--- src/rtl/cfgr_pkg.sv ---
// Package: shared word type and word-geometry constants for the
// configuration stream reader. Assumes a fixed 8-bit storage word.
package cfgr_pkg;
    localparam int unsigned WORD_BITS = 8;
    localparam int unsigned BIT_IDX_W = $clog2(WORD_BITS);
    typedef logic [WORD_BITS-1:0] cfg_word_t;
    typedef logic [BIT_IDX_W-1:0] bit_idx_t;
endpackage

--- src/rtl/cfgr_store.sv ---
// Module: word array holding the configuration image, with one write
// port and a combinational single-bit read port (MSB of a word first).
// Assumes rd_addr never exceeds WORDS-1 and wr_en is pre-qualified.
module cfgr_store
    import cfgr_pkg::*;
#(
    parameter int unsigned WORDS  = 126,
    parameter int unsigned ADDR_W = $clog2(WORDS)
) (
    input  logic              clk,
    input  logic              wr_en,
    input  logic [ADDR_W-1:0] wr_addr,
    input  cfg_word_t         wr_data,
    input  logic [ADDR_W-1:0] rd_addr,
    input  bit_idx_t          rd_bit,
    output logic              rd_val
);
    localparam bit_idx_t TOP_IDX = bit_idx_t'(WORD_BITS - 1);

    cfg_word_t mem [WORDS];
    cfg_word_t rd_word;

    // Store one word per qualified write strobe.
    always_ff @(posedge clk) begin
        if (wr_en) begin
            mem[wr_addr] <= wr_data;
        end
    end

    // Select the addressed bit, counting from the word's MSB.
    always_comb begin
        rd_word = mem[rd_addr];
        rd_val  = rd_word[TOP_IDX - rd_bit];
    end
endmodule

--- src/rtl/cfgr_walker.sv ---
// Module: word-address and bit-within-word counters plus the terminal
// flag. Clears on power-up reset or on clear; advances on step_en until
// the last bit has been clocked, then freezes with done_q set.
module cfgr_walker
    import cfgr_pkg::*;
#(
    parameter int unsigned CFG_BITS = 1003,
    parameter int unsigned ADDR_W   = 7
) (
    input  logic              clk,
    input  logic              rst_n,
    input  logic              clear,
    input  logic              step_en,
    output logic [ADDR_W-1:0] word_q,
    output bit_idx_t          bit_q,
    output logic              done_q
);
    localparam int unsigned LAST_POS  = CFG_BITS - 1;
    localparam int unsigned LAST_WORD = LAST_POS / WORD_BITS;
    localparam int unsigned LAST_BIT  = LAST_POS % WORD_BITS;
    localparam bit_idx_t    TOP_IDX   = bit_idx_t'(WORD_BITS - 1);

    logic at_last;

    // Flag the final position of the image.
    always_comb begin
        at_last = (word_q == ADDR_W'(LAST_WORD)) && (bit_q == bit_idx_t'(LAST_BIT));
    end

    // Walk the image one bit per enabled clock; stop after the last bit.
    always_ff @(posedge clk) begin
        if (!rst_n || clear) begin
            word_q <= '0;
            bit_q  <= '0;
            done_q <= 1'b0;
        end else if (step_en && !done_q) begin
            if (at_last) begin
                done_q <= 1'b1;
            end else if (bit_q == TOP_IDX) begin
                bit_q  <= '0;
                word_q <= word_q + 1'b1;
            end else begin
                bit_q <= bit_q + 1'b1;
            end
        end
    end
endmodule

--- src/rtl/cfgr_gate.sv ---
// Module: mode and enable decode. Derives the count enable, the data
// drive enable and the cascade output from the pins and terminal flag.
// Assumes all inputs are already synchronous to the loader clock.
module cfgr_gate (
    input  logic ser_en,
    input  logic rst_oe,
    input  logic ce_n,
    input  logic done,
    output logic step_en,
    output logic drive_en,
    output logic casc_n
);
    // Count only in read mode, out of reset, with the chip enabled.
    always_comb begin
        step_en  = ser_en && rst_oe && !ce_n;
        drive_en = step_en && !done;
        casc_n   = !done;
    end
endmodule

--- src/rtl/cfg_stream_reader.sv ---
// Module: top of the cascadable serial configuration stream reader.
// Streams CFG_BITS bits MSB-first from an 8-bit word array, gated by
// ce_n and the dual-role rst_oe pin; signals hand-over on ceo_n.
// Assumes rst_n is a synchronous power-up reset.
module cfg_stream_reader
    import cfgr_pkg::*;
#(
    parameter int unsigned CFG_BITS = 1003,
    parameter int unsigned WORDS    = (CFG_BITS + WORD_BITS - 1) / WORD_BITS,
    parameter int unsigned ADDR_W   = $clog2(WORDS)
) (
    input  logic              clk,
    input  logic              rst_n,
    input  logic              ser_en,
    input  logic              ce_n,
    input  logic              rst_oe,
    input  logic              prog_we,
    input  logic [ADDR_W-1:0] prog_addr,
    input  logic [7:0]        prog_data,
    output logic              dout,
    output logic              dout_oe,
    output logic              ceo_n
);
    localparam int unsigned POS_W = ADDR_W + BIT_IDX_W;

    logic [ADDR_W-1:0] word_q;
    bit_idx_t          bit_q;
    logic              done_q;
    logic              step_en;
    logic              wr_ok;
    logic [POS_W-1:0]  pos_w;

    // Writes are honoured only in programming mode.
    always_comb begin
        wr_ok = prog_we && !ser_en;
        pos_w = {word_q, bit_q};
    end

    cfgr_gate u_gate (
        .ser_en  (ser_en),
        .rst_oe  (rst_oe),
        .ce_n    (ce_n),
        .done    (done_q),
        .step_en (step_en),
        .drive_en(dout_oe),
        .casc_n  (ceo_n)
    );

    cfgr_walker #(.CFG_BITS(CFG_BITS), .ADDR_W(ADDR_W)) u_walk (
        .clk    (clk),
        .rst_n  (rst_n),
        .clear  (!rst_oe),
        .step_en(step_en),
        .word_q (word_q),
        .bit_q  (bit_q),
        .done_q (done_q)
    );

    cfgr_store #(.WORDS(WORDS), .ADDR_W(ADDR_W)) u_store (
        .clk    (clk),
        .wr_en  (wr_ok),
        .wr_addr(prog_addr),
        .wr_data(prog_data),
        .rd_addr(word_q),
        .rd_bit (bit_q),
        .rd_val (dout)
    );
endmodule

--- config.mk ---
export PLATFORM = sky130hd
export DESIGN_NAME = cfg_stream_reader
export DESIGN_NICKNAME = d
export VERILOG_FILES = /design/src/rtl/cfgr_pkg.sv /design/src/rtl/cfgr_store.sv /design/src/rtl/cfgr_walker.sv /design/src/rtl/cfgr_gate.sv /design/src/rtl/cfg_stream_reader.sv
export SDC_FILE = /design/constraint.sdc
export NUM_CORES = 1
export LEC_CHECK = 0
export BUFFER_PORTS_ARGS = -buffer_cell sky130_fd_sc_hd__buf_2
export CAP_MARGIN = 20
export CORE_ASPECT_RATIO = 0.75
export CORE_MARGIN = 2
export CORE_UTILIZATION = 40
export DETAILED_ROUTE_END_ITERATION = 10
export PLACE_DENSITY = 0.57
export SLEW_MARGIN = 20
export SYNTH_ARGS = -nofsm -noshare
export SYNTH_HDL_FRONTEND = slang
export SYNTH_HIERARCHICAL = 1
export SYNTH_SLANG_ARGS = --single-unit
--- constraint.sdc ---
create_clock -name clk -period 8.4 [get_ports clk]
set_input_delay 1.68 -clock clk [delete_from_list [all_inputs] [get_ports clk]]
set_output_delay 1.68 -clock clk [all_outputs]
set_load 0.01 [all_outputs]
### Yosys cells after proc, flatten, opt, wreduce, memory -nomap -nowiden

Memory sizes are Yosys's and may differ from the RTL's. A register that Yosys moved wholly into a read port is not among the register bits.
Index checks and enable logic that the tools add are counted.

| cells by class | value |
|---|---|
| $add $sub $neg | 3 |
| magnitude comparators | 1 |
| eq/ne operators | 3 |
| mux-type cells | 7 |
| bitwise operators | 1 |
| reduce and logical (&&, ||, !) cells | 14 |

Operators with widths:

| cell | count |
|---|---|
| $mux 7 | 2 |
| $add 7x1->7 const B | 1 |
| $eq 7x7->1 const B | 1 |
| $logic_and 1x1->1 | 5 |
| $logic_not 1->1 | 5 |
| $lt 3x4->1 const B | 1 |
| $reduce_and 2->1 | 2 |
| $add 3x1->3 const B | 1 |
| $bmux 1 s3 | 1 |
| $eq 3x2->1 const B | 1 |
| $eq 3x3->1 const B | 1 |
| $mux 1 | 3 |
| $mux 3 | 1 |
| $reduce_and 3->1 | 1 |
| $sub 3x3->3 const A | 1 |
| $logic_or 1x1->1 | 1 |
| $not 1->1 | 1 |

| storage, ports and cells | value |
|---|---|
| register bits after elaboration | 11 |
| memory bits (writable) | 1008 |
| bits of input ports | 21 |
| output and inout port bits | 3 |
| word-level logic and storage cells | 33 |
| memories | 1 |

Memories:

| memory | depth | bits a word | read ports | clocked after memory_dff | write ports | RTL line | text |
|---|---|---|---|---|---|---|---|
| u_store.mem | 126 | 8 | 1 | 1 | 1 | cfgr_store.sv:20 | `cfg_word_t mem [WORDS];` |

### Logic depth before layout (Yosys ltp)

| depth | value |
|---|---|
| depth in word-level cells | 6 |
| mapped depth | 14 |

### Hierarchy

The synthesis kept the hierarchy.

Modules (own cells, without submodules):

| module | instances | cells each | area an instance (um2) | sequential area each (um2) |
|---|---|---|---|---|
| cfgr_store | 1 | 1943 | 39658.0 | 30269.0 |
| cfgr_walker | 1 | 68 | 631.9 | 220.2 |
| cfgr_gate | 1 | 3 | 26.3 | 0.0 |
| cfg_stream_reader | 1 | 2 | 17.5 | 0.0 |

### Worst setup path before layout

Ideal clock, no wire load.

| timing | value |
|---|---|
| path type | reg2out |
| from | register, netlist name u_walk/word_q[2] |
| to | output dout |
| arrival time | 2515 ps |
| setup slack | 4205 ps |
| cell stages (with the launch flop) | 12 |
| path buffers | 5 |
| path through | dfxtp_1 buf_2 buf_2 buf_2 clkbuf_1 clkbuf_1 a21oi_1 a21oi_1 o2111ai_1 o311ai_0 nand4_1 nor4_1 |

RTL lines:

| what | RTL line | text |
|---|---|---|
| end, declared | cfg_stream_reader.sv:20 | `output logic dout,` |

==> results.toml <==
[sta]
skew_ns = 0.0145
setup_viol = 0
hold_viol = 0
tightest_slew_ns = 1.19
tns_ns = 0
rsz0062_at_grt = "false"
maxSlewViolCount = 0
fin_crit_sh_pct = 81.9
finalCriticalPeriod_ns = 6.88
slew_headroom_pct = 20.3
max_freq_mhz = 145

[synth]
ys_ff_latch = 1019
ys_async_sr_fraction_pct = 0
yosys_warnings = 6
syn-num-nets = 2042
netlist_area_um2 = 40300
synth_top_area_share_pct = 75.0
synth_edf_count = 1008
yosys-top-cells-count = "1008 x edfxtp_1, 207 x mux4_2, 145 x nor2_1"
ys.flop_type = "edfxtp_1"
synth_area_leaders = "edfxtp_1 75%, mux4_2 12%, mux2i_1 2.8%"
synth_compound_area_share_pct = 3.64
muxShareOfSynthArea_pct = 14.7
ys_seq_area_share_pct = 75.6
synth_xor_area_share_pct = 0
syn_area_per_cell_um2 = 20.0
synthSimpleGateAreaFrac_pct = 3.83
synth_fa_ha_area_share_pct = 0.155
synth_most_common_cell = "edfxtp_1"
yosysTopAreaCell = "edfxtp_1"
yosysUniqueCellTypes = 71
postSynthCellCount = 2016
synth_top_family_by_area = "multiplexers"

[min_path]
hold_class = "flop to flop"

[global_route]
antenna_found_initial = 1
grt_pass1_vias = 20319
grt_first_pass_wirelength_um = 151000
overflow = 0
grt.total_usage_pct = 20.4
grt_max_degree = 104

[clock_tree]
htreeDepth = 3
clock_latency_ns = 0.70
numCtsBuffers = 96
cts_setup_buffers = 0
cts_root_buf = "clkbuf_16"
cts_tree = "built"
cts_resized = 0
cts_hold_buf = 0
clk_pin_slew_ns = 0.07
clock-sinks = 1019
clk_path_buf_depth = 3

[die]
initial_utilization_pct = 40.5
die_area_um2 = 103000
ios = 24
core_region_area_um2 = 99600
die_h_um = 279
num_rows = 100
die_x_um = 371

[pwr]
p_leak_nw = 13.1
total_power_mw = 10.0
pwr_density_cell_nw_per_um2 = 224
ir_drop_uv = 164

[route]
drt-total-wl_um = 105000
drt-pass1-iter-count = 5
vias = 20696
first_iter_violations = 2778
wl_per_cell_um = 30.3
drc = 0
vias_per_cell = 5.97
ant_nets = 0

[worst_setup_path]
cpMostUsedCell = "buf_4"
crit_buf_inv = 3
crit_chain = "buf_4 -> mux4_2 -> a211oi_1 -> nor4b_1 -> nor4_1 -> mux2i_1 -> o41ai_1 -> nor4_2 -> buf_4 -> buf_2"
path_class = "flop to output pin"
slowest_stage = "dfxtp_4"
startpoint_type = "flop"
worstSetupEndpointType = "output pin"
critPathTopFamily = "simple AND/OR/NAND/NOR gates"
crit_arrival_ns = 5.20
cp_slowest_stage_delay_ns = 0.97
path_max_fanout = 47
required_ns = 6.72

[finish]
area_growth_pct = 11.1
num_antenna_cells = 0
final_cell_count_no_fill = 3467
final_area_um2 = 44800
final_layout_size_suffix_gt1_share_pct = 20.7
nets = 2089
utilization_pct = 45.0

[place]
dp_cells = 3291
place.gp.congestion = 0.830
dpl_cell_area_um2 = 41700
hpwlAfterDp_um = 63400
io_buffer_count = 23

[status]
status = "finished clean"

[run]
maxCapViolCount = 0
## state kept, by name, summed over array words and instances (netlist names)
name	count
u_store/mem	1008
u_walk/bit_q	3
u_walk/done_q	1
u_walk/word_q	7
## area by class of cell
class,count,area (µm²)
Tap cell,1326,1660
Sequential cell,1019,30500
Timing Repair Buffer,64,497
Inverter,9,33.8
Clock buffer,115,2560
Fill cell,8511,54800
Multi-Input combinational cell,873,9040
Clock inverter,61,505
## logic make-up after synthesis
logic type | after synthesis
AO/OA/AOI/OAI | 211
adder cells (fa/ha/maj) | 5
buffers and inverters | 124
flip-flops | 1019
multiplexers | 332
AND/OR/NAND/NOR | 325
## routing by layer
layer	track usage, %	routed length (µm)	vias up
li1	-	-	8455
met1	32.2	48600	11210
met2	28.8	45800	890
met3	4.06	8400	141
met4	5.40	2320	0
met5	0	0	-
## worst reg2reg max path: cells and delay by family, from the launching register on
family | cells | cell delay [ns]
simple gates | 2 | 0.77
compound gates | 1 | 0.15
flops | 1 | 0.93
buf+inv | 2 | 0.75
fa+ha+maj | 1 | 0.22
## stage by stage
step / worst slack, ns / hold WS (ns)
after floorplan: 4.21 / 0.486
after global placement: 1.95 / 0.651
after detailed placement: 2.39 / 0.646
after CTS: 1.59 / 0.658
after global routing: 1.34 / 0.684
final: 1.52 / 0.668
## layout by cell type, fill, tap and decap left out, drive strengths merged, types with 4 or more instances in the layout
master / instances
o22ai: 30
nand3: 23
mux2i: 112
a211oi: 8
nand3b: 4
dfxtp: 11
mux2: 13
mux4: 207
nand2b: 15
o21ai: 24
inv: 10
nor2b: 19
clkinvlp: 5
nor2: 145
bufinv: 8
nand4b: 4
a22oi: 33
buf: 64
edfxtp: 1008
clkbuf: 115
o31ai: 4
nor3: 15
a21oi: 38
clkinv: 47
ha: 5
nor4: 9
a22o: 5
nand4: 9
nand2: 56
o2111ai: 4
a31oi: 8
a211o: 7
o221ai: 26
## report_power, final
part	switching, mW	leakage (nW)	internal, mW
clock network	1.87	1.50	2.41
registers	0.00339	9.15	5.59
logic	0.123	2.42	0.0170
## final timing paths
path,from,cells after the start,slack (ns),endpoint
worst max-delay path,u_walk/word_q[0],10,1.52,dout
worst min-delay path,u_walk/done_q,2,0.67,u_walk/done_q
worst max register to register,u_walk/word_q[1],6,5.50,u_walk/word_q[6]
worst min register to register,u_walk/done_q,2,0.67,u_walk/done_q
Power figures use the tool's default switching activity.
